$ cat config.mk
export PLATFORM = sky130hd
export DESIGN_NAME = pause_qual
export DESIGN_NICKNAME = d
export VERILOG_FILES = /design/src/rtl/pause_qual_pkg.sv /design/src/rtl/pause_qual_dp.sv /design/src/rtl/pause_qual_ctl.sv /design/src/rtl/pause_qual.sv
export SDC_FILE = /design/constraint.sdc
export NUM_CORES = 1
export LEC_CHECK = 0
export BUFFER_PORTS_ARGS = -buffer_cell sky130_fd_sc_hd__clkbuf_2
export CAP_MARGIN = 20
export CORE_MARGIN = 4
export CORE_UTILIZATION = 25
export DETAILED_ROUTE_END_ITERATION = 12
export PLACE_DENSITY_LB_ADDON = 0.25
export SLEW_MARGIN = 20
export SYNTH_ARGS = -nofsm -noshare
export SYNTH_HDL_FRONTEND = slang
export SYNTH_HIERARCHICAL = 1
export SYNTH_SLANG_ARGS = --single-unit
$ cat constraint.sdc
create_clock -name clk -period 2.7 [get_ports clk]
set_input_delay 0.135 -clock clk [delete_from_list [all_inputs] [get_ports clk]]
set_output_delay 0.135 -clock clk [all_outputs]
set_load 0.03 [all_outputs]
$ cat src/rtl/pause_qual_pkg.sv
package pause_qual_pkg;

  typedef enum logic {
    ST_IDLE   = 1'b0,
    ST_PAUSED = 1'b1
  } pauseState_e;

  // Strobes from the control to the counting datapath
  typedef struct packed {
    logic clrAssert;
    logic incAssert;
    logic clrRel;
    logic incRel;
  } ctlStrobe_t;

endpackage

$ cat src/rtl/pause_qual_dp.sv
module pause_qual_dp
  import pause_qual_pkg::*;
#(
  parameter int ASSERT_UNIT   = 8,
  parameter int RELEASE_TICKS = 5
) (
  input  logic       clk,
  input  logic       rstN,
  input  ctlStrobe_t strobe,
  input  logic       oscSel,
  input  logic [1:0] pauseTime,
  output logic       assertLast,
  output logic       relLast
);

  localparam int CNT_W = $clog2(ASSERT_UNIT * 8 + 1);
  localparam int REL_W = $clog2(RELEASE_TICKS + 1);

  logic [CNT_W-1:0] assertCnt;
  logic [REL_W-1:0] relCnt;
  logic [CNT_W-1:0] baseTicks;
  logic [CNT_W-1:0] targetTicks;

  // Quiet target: (code + 1) units, doubled by the oscillator-select bit
  always_comb begin
    baseTicks   = CNT_W'({1'b0, pauseTime} + 3'd1) * CNT_W'(ASSERT_UNIT);
    targetTicks = oscSel ? {baseTicks[CNT_W-2:0], 1'b0} : baseTicks;
  end

  always_ff @(posedge clk or negedge rstN) begin
    if (!rstN) begin
      assertCnt <= '0;
    end else if (strobe.clrAssert) begin
      assertCnt <= '0;
    end else if (strobe.incAssert) begin
      assertCnt <= assertCnt + CNT_W'(1);
    end
  end

  always_ff @(posedge clk or negedge rstN) begin
    if (!rstN) begin
      relCnt <= '0;
    end else if (strobe.clrRel) begin
      relCnt <= '0;
    end else if (strobe.incRel) begin
      relCnt <= relCnt + REL_W'(1);
    end
  end

  assign assertLast = (assertCnt >= (targetTicks - CNT_W'(1)));
  assign relLast    = (relCnt >= REL_W'(RELEASE_TICKS - 1));

endmodule

$ cat src/rtl/pause_qual_ctl.sv
module pause_qual_ctl
  import pause_qual_pkg::*;
(
  input  logic       clk,
  input  logic       rstN,
  input  logic       tickIn,
  input  logic       quietIn,
  input  logic [2:0] cfgIn,
  input  logic       assertLast,
  input  logic       relLast,
  output ctlStrobe_t strobe,
  output logic       paused
);

  pauseState_e state, stateNext;
  logic [2:0]  cfgQ;
  logic        cfgChg;

  always_ff @(posedge clk or negedge rstN) begin
    if (!rstN) begin
      cfgQ <= '0;
    end else begin
      cfgQ <= cfgIn;
    end
  end

  assign cfgChg = (cfgIn != cfgQ);

  always_comb begin
    stateNext = state;
    strobe    = '0;
    unique case (state)
      ST_IDLE: begin
        strobe.clrRel = 1'b1;
        if (cfgChg || !quietIn) begin
          strobe.clrAssert = 1'b1;
        end else if (tickIn) begin
          if (assertLast) begin
            strobe.clrAssert = 1'b1;
            stateNext        = ST_PAUSED;
          end else begin
            strobe.incAssert = 1'b1;
          end
        end
      end
      ST_PAUSED: begin
        strobe.clrAssert = 1'b1;
        if (cfgChg || quietIn) begin
          strobe.clrRel = 1'b1;
        end else if (tickIn) begin
          if (relLast) begin
            strobe.clrRel = 1'b1;
            stateNext     = ST_IDLE;
          end else begin
            strobe.incRel = 1'b1;
          end
        end
      end
      default: stateNext = ST_IDLE;
    endcase
  end

  always_ff @(posedge clk or negedge rstN) begin
    if (!rstN) begin
      state <= ST_IDLE;
    end else begin
      state <= stateNext;
    end
  end

  assign paused = (state == ST_PAUSED);

endmodule

$ cat src/rtl/pause_qual.sv
module pause_qual
  import pause_qual_pkg::*;
#(
  parameter int ASSERT_UNIT   = 8,
  parameter int RELEASE_TICKS = 5
) (
  input  logic       clk,
  input  logic       rstN,
  input  logic       tickIn,
  input  logic       quietIn,
  input  logic       oscSel,
  input  logic [1:0] pauseTime,
  input  logic [1:0] levelSel,
  output logic [1:0] levelOut,
  output logic       pauseN
);

  ctlStrobe_t strobe;
  logic       assertLast;
  logic       relLast;
  logic       paused;

  pause_qual_ctl ctlInst (
    .clk        (clk),
    .rstN       (rstN),
    .tickIn     (tickIn),
    .quietIn    (quietIn),
    .cfgIn      ({oscSel, pauseTime}),
    .assertLast (assertLast),
    .relLast    (relLast),
    .strobe     (strobe),
    .paused     (paused)
  );

  pause_qual_dp #(
    .ASSERT_UNIT   (ASSERT_UNIT),
    .RELEASE_TICKS (RELEASE_TICKS)
  ) dpInst (
    .clk        (clk),
    .rstN       (rstN),
    .strobe     (strobe),
    .oscSel     (oscSel),
    .pauseTime  (pauseTime),
    .assertLast (assertLast),
    .relLast    (relLast)
  );

  assign levelOut = levelSel;
  assign pauseN   = ~paused;

endmodule

==> impl_metrics.csv, run 1 <==
group,metric,value,unit
run_status,status,"completed",
clock_tree,clk_pin_slew,0.09,ns
setup_path,worstPathRequired,2.91,ns
setup_path,reg2reg_to,"dpInst/assertCnt[6]",
pwr,pwr_density_cell,409,nW/µm²
route,dr.first_iter.drc_count,31,
floorplan,start_util,26.0,%
min_path,hold_depth,1,
yosys,ys_ff_latch,14,
setup_path,critPathKind,"flip-flop to flip-flop",
route,drc,0,
timing,clock_skew,0.00219,ns
yosys,synth_seq_area_share,40.3,%
route,postRouteAntennaNets,0,
yosys,yosysUniqueCellTypes,27,
placed_design,io_buffers,7,
min_path,min-delay-path-class,"input pin to flip-flop",
route,avgRoutedWirePerCell,11.5,µm
job,maxCapViolations,0,
setup_path,crit_path_cell_trace,"ha_1 -> a21o_1 -> a21oi_1 -> o31ai_1 -> nor4b_2 -> nand4_2 -> or3_1 -> a21oi_1",
timing,slew_violations,0,
yosys,syn_area,868,µm²
setup_path,critPathBufInv,0,
setup_path,cp_common_cell,"a21oi_1",
setup_path,start_kind,"flip-flop",
clock_tree,clock_latency,0.28,ns
timing,setup_tns,0,ns
setup_path,critPathMaxFanout,4,
yosys,synthTopCellsByArea,"dfrtp_1 (40%), ha_1 (12%), xor2_1 (7.1%)",
floorplan,fp.dieW,66.9,µm
setup_path,worstPathArrival,2.53,ns
clock_tree,root_buffer,"clkbuf_4",
global_routing,grt.total_usage,8.94,%
placed_design,dp_hpwl,1.24,mm
global_routing,gr-total-overflow,0,
floorplan,dieArea,4480,µm²
finish,fin_util,29.6,%
clock_tree,clockBufferDepth,2,
clock_tree,clock_sinks,14,
yosys,synthesis.nets,104,
finish,diodes,0,
min_path,worstHoldStart,"pauseTime[1]",
setup_path,cpPeakStageDelay,0.43,ns
finish,nets,114,
route,via_count,634,
clock_tree,cts_tree,"done",
min_path,holdPathEnd,"ctlInst/cfgQ[1]",
finish,drive_above_1_share,16.7,%
pwr,ir_drop,0.188,mV
timing,max_clock_freq,0.430,GHz
setup_path,reg2reg_from,"dpInst/assertCnt[5]",
global_routing,grt_pass1_vias,636,
clock_tree,cts_resized,0,
setup_path,slowest_stage,"dfrtp_1",
timing,hold_viol_final,0,
yosys,synth.largest_area_cell,"dfrtp_1",
yosys,syn_area_per_cell,9.98,µm²
route,wl,1.63,mm
pwr,cellLeakagePower,0.418,nW
clock_tree,cts_buffers,3,
finish,areaGrowthSynthToFinish,13.8,%
setup_path,worst_setup_path_end_kind,"flip-flop",
floorplan,dieHeight,66.9,µm
timing,tightest_slew,0.480,ns
timing,finalCriticalPeriod,2.32,ns
floorplan,rows,21,
finish,final_common_cell,"dfrtp_1",
route,vias_per_cell,4.46,
setup_path,reg2reg_depth,8,
route,drt-pass1-iter-count,4,
setup_path,crit_family,"simple AND/OR/NAND/NOR gates",
timing,min_period_over_period,86.1,%
setup_path,r2r_slack,0.38,ns
yosys,netlist_instances,87,
floorplan,ios,12,
floorplan,core_area,3340,µm²
global_routing,grt_antenna_before_repair,0,
placed_design,gp_congestion,0.707,
finish,final_cell_mix,"dfrtp_1 (14), nor2_1 (9), nand2_1 (8), ha_1 (8)",
yosys,ys_warn_count,6,
clock_tree,htreeDepth,1,
yosys,synth_top_cell_area_share,40.3,%
timing,max_slew_margin,67.7,%
timing,setup_viol,0,
global_routing,grt_max_degree,15,
timing,rsz0062_at_grt,"false",
global_routing,grt_pass1_wl,2.93,mm
## timing repair
item                                   CTS  global route
hold buffers                             1             0
endpoints found under the hold margin   14             0
buffers inserted                         0             0
## per-layer routing
| layer | vias up | track usage, % | part of all wire [%] |
|---|---|---|---|
| met5 | - | 0 | 0 |
| met2 | 8 | 12.7 | 45 |
| li1 | 319 | - | - |
| met3 | 5 | 4.22 | 4.2 |
| met4 | 0 | 3.80 | 1.5 |
| met1 | 302 | 11.4 | 49 |
## cell type report
class / instances / area (µm²)
fillers: 368 / 2350
inverters: 6 / 22.5
multi-input cells: 63 / 469
clock buffers: 4 / 36.3
repair buffers: 9 / 52.6
flip-flops and latches: 14 / 350
well taps: 46 / 57.6
## cells by family (layout without fill, tap and decap cells)
kind of cell	count (synthesis)	count (layout)	share of synthesized area, %
xor gates and xnor gates	9	9	9.08
adders and majority gates	8	8	11.5
and+or+nand+nor	29	29	19.6
buffers and inverters	10	19	5.62
muxes	3	3	3.46
DFF	14	14	40.3
AOI/OAI and AO/OA	14	14	10.4
## where the power goes
part | internal (mW) | switching [mW] | total, mW
combinational | 0.0142 | 0.0229 | 0.0371
clock | 0.0822 | 0.0723 | 0.154
sequential | 0.212 | 0.00116 | 0.213
total | 0.308 | 0.0963 | 0.405
## Yosys cell counts
master,count
or3_1,2
o21ai_0,2
mux2i_1,3
xor2_1,7
nand3_1,1
a211oi_1,1
nor4b_2,2
or4_4,1
nor2_1,9
o31ai_1,1
nand4_1,2
dfrtp_1,14
o211ai_1,2
o21ai_1,1
xnor2_1,2
nand4_2,1
o41ai_1,1
ha_1,8
a21o_1,1
buf_4,3
nor3_1,1
nand4b_1,2
a21oi_1,4
clkbuf_1,1
o31a_1,1
inv_1,6
nand2_1,8
## sequential cells by signal, summed over array words and instances, names as in the netlist
signal	cells
ctlInst/paused	1
dpInst/assertCnt	7
ctlInst/cfgQ	3
dpInst/relCnt	3
## how the worst max path moves through the flow
| stage | endpoint | cells past startpoint | startpoint |
|---|---|---|---|
| after floorplan | dpInst/assertCnt[6] | 11 | pauseTime[0] |
| after global placement | dpInst/assertCnt[6] | 11 | pauseTime[0] |
| after detailed placement | dpInst/assertCnt[6] | 11 | pauseTime[0] |
| after CTS | dpInst/assertCnt[6] | 8 | dpInst/assertCnt[5] |
| after global routing | dpInst/assertCnt[5] | 8 | dpInst/assertCnt[5] |
| final | dpInst/assertCnt[6] | 8 | dpInst/assertCnt[5] |
## metrics by stage
stage               std cells  instance area, µm²  setup slack [ns]  power [mW]  hold WS (ns)
floorplan                  87                 868             0.412       0.242        -0.161
global route              142                 988             0.142       0.430        0.0120
finish                    142                 988             0.376       0.405        0.0334
global placement          137                 942             0.145       0.253        0.0622
CTS                       142                 988             0.337       0.415        0.0168
detailed placement        137                 942            0.0901       0.254        0.0656
Power figures use the tool's default switching activity.
==> run 2, diff against run 1 <==
--- a/config.mk
+++ b/config.mk
@@ -7,6 +7,7 @@
 export LEC_CHECK = 0
 export BUFFER_PORTS_ARGS = -buffer_cell sky130_fd_sc_hd__clkbuf_2
 export CAP_MARGIN = 20
+export CORE_ASPECT_RATIO = 0.5
 export CORE_MARGIN = 4
 export CORE_UTILIZATION = 25
 export DETAILED_ROUTE_END_ITERATION = 12
==> run 2 against run 1 <==
  * Via count is 0.95% lower
  * Core utilization up 2.3 points
  * Largest power group unchanged
  * Flip-flop and latch count unchanged
  * Power up 14%
  * Critical endpoint unchanged
  * Highest routed layer is now met3
  * Clock-buffer cell count unchanged
==> impl_metrics.csv, run 2 (same netlist as run 1, synthesis figures left out) <==
group,metric,value,unit
run_status,status,"completed",
setup_path,critPathKind,"flip-flop to flip-flop",
finish,fin_area,1010,µm²
global_routing,grt_max_degree,15,
setup_path,critPathMaxFanout,4,
finish,top_regs,"dpInst/assertCnt: 7 flops, ctlInst/cfgQ: 3 flops, dpInst/relCnt: 3 flops",
finish,final_common_cell,"dfrtp_1",
min_path,holdPathEnd,"ctlInst/cfgQ[1]",
finish,nets,115,
route,drt-pass1-iter-count,4,
setup_path,critPathBufInv,0,
pwr,pwr_density_cell,457,nW/µm²
floorplan,core_area,3150,µm²
setup_path,start_kind,"flip-flop",
global_routing,grt.total_usage,7.74,%
route,avgRoutedWirePerCell,11.3,µm
route,dr.first_iter.drc_count,14,
finish,diodes,0,
placed_design,gp_congestion,0.725,
floorplan,ios,12,
timing,rsz0062_at_grt,"false",
route,drc,0,
floorplan,fp.dieW,91.3,µm
timing,holdWs,0.0681,ns
clock_tree,clock_latency,0.25,ns
timing,clock_skew,0.000786,ns
floorplan,dieArea,4540,µm²
placed_design,io_buffers,7,
min_path,min-delay-path-class,"input pin to flip-flop",
clock_tree,cts_buffers,3,
pwr,cellLeakagePower,0.430,nW
setup_path,r2r_slack,0.37,ns
setup_path,reg2reg_from,"dpInst/assertCnt[5]",
route,postRouteAntennaNets,0,
timing,max_slew_margin,67.9,%
floorplan,rows,14,
clock_tree,cts_tree,"done",
setup_path,crit_path_cell_trace,"ha_1 -> a21o_1 -> a21oi_1 -> o31ai_1 -> nor4b_2 -> nand4_2 -> or3_1 -> a21oi_1",
clock_tree,root_buffer,"clkbuf_8",
clock_tree,clk_pin_slew,0.06,ns
setup_path,worstPathArrival,2.49,ns
timing,tightest_slew,0.478,ns
timing,slew_violations,0,
global_routing,grt_antenna_before_repair,0,
timing,hold_viol_final,0,
global_routing,gr-total-overflow,0,
route,vias_per_cell,4.58,
placed_design,place_inst,132,
route,via_count,628,
timing,setup_viol,0,
timing,min_period_over_period,86.2,%
min_path,hold_depth,1,
global_routing,grt_pass1_wl,2.80,mm
setup_path,worst_setup_path_end_kind,"flip-flop",
clock_tree,cts_setup_buffers,0,
min_path,worstHoldStart,"pauseTime[1]",
floorplan,start_util,27.5,%
finish,top_register,"dpInst/assertCnt",
clock_tree,clock_sinks,14,
placed_design,dpl-instance-area,942,µm²
finish,final_cell_mix,"dfrtp_1 (14), nor2_1 (9), nand2_1 (8), ha_1 (8)",
setup_path,reg2reg_depth,8,
clock_tree,htreeDepth,1,
pwr,ir_drop,0.158,mV
placed_design,dp_hpwl,1.16,mm
route,wl,1.55,mm
timing,setup_tns,0,ns
timing,max_clock_freq,0.430,GHz
placed_design,dp_slack,0.111,ns
finish,drive_above_1_share,17.5,%
clock_tree,clockBufferDepth,2,
setup_path,crit_family,"simple AND/OR/NAND/NOR gates",
finish,fin_util,31.9,%
setup_path,worstPathRequired,2.87,ns
finish,largest_reg_flops,7,
floorplan,dieHeight,49.7,µm
global_routing,grt_pass1_vias,625,
pwr,finalPower,461,µW
finish,final_cell_count_no_fill,137,
setup_path,reg2reg_to,"dpInst/assertCnt[6]",
setup_path,cp_common_cell,"a21oi_1",
timing,setup_ws,0.374,ns
job,maxCapViolations,0,
timing,finalCriticalPeriod,2.33,ns
setup_path,slowest_stage,"dfrtp_1",
finish,areaGrowthSynthToFinish,16.0,%
setup_path,cpPeakStageDelay,0.42,ns
## run 2: what timing repair did
item,CTS,global route
resized for setup,0,0
endpoints found under the hold margin,14,0
hold buffers,1,0
## run 2: worst register-to-register path, delay by kind of cell, from the launching register on
family | cells | cell delay (ns)
adder cells (fa/ha/maj) | 1 | 0.32
AO/OA/AOI/OAI | 4 | 0.58
AND/OR/NAND/NOR | 3 | 0.92
flip-flops | 1 | 0.42
## run 2: layout make-up
type / instances / area, µm²
tap: 40 / 50.0
fill: 328 / 2150
clock buffer: 4 / 55.1
timing repair buffer: 10 / 60.1
multi-input combinational: 63 / 469
inverter: 6 / 22.5
sequential: 14 / 350
## run 2: how the worst max path moves through the flow
stage,start,to,slack (ns),depth (start not counted)
after floorplan,pauseTime[0],dpInst/assertCnt[6],0.41,11
after global placement,pauseTime[1],dpInst/assertCnt[6],0.18,11
after detailed placement,pauseTime[1],dpInst/assertCnt[6],0.11,11
after CTS,dpInst/assertCnt[5],dpInst/assertCnt[6],0.34,8
after global routing,dpInst/assertCnt[5],dpInst/assertCnt[6],0.20,8
final,dpInst/assertCnt[5],dpInst/assertCnt[6],0.37,8
## run 2: where the power goes
part / switching [mW] / internal [mW]
Sequential: 0.000941 / 0.212
Combinational: 0.0227 / 0.0151
Clock: 0.0804 / 0.129
Total: 0.104 / 0.357
## run 2: per-layer routing
layer	GRT usage [%]	routed length [µm]
met5	0	0
met4	3.00	0
met3	3.34	64
met2	12.4	709
met1	9.21	771
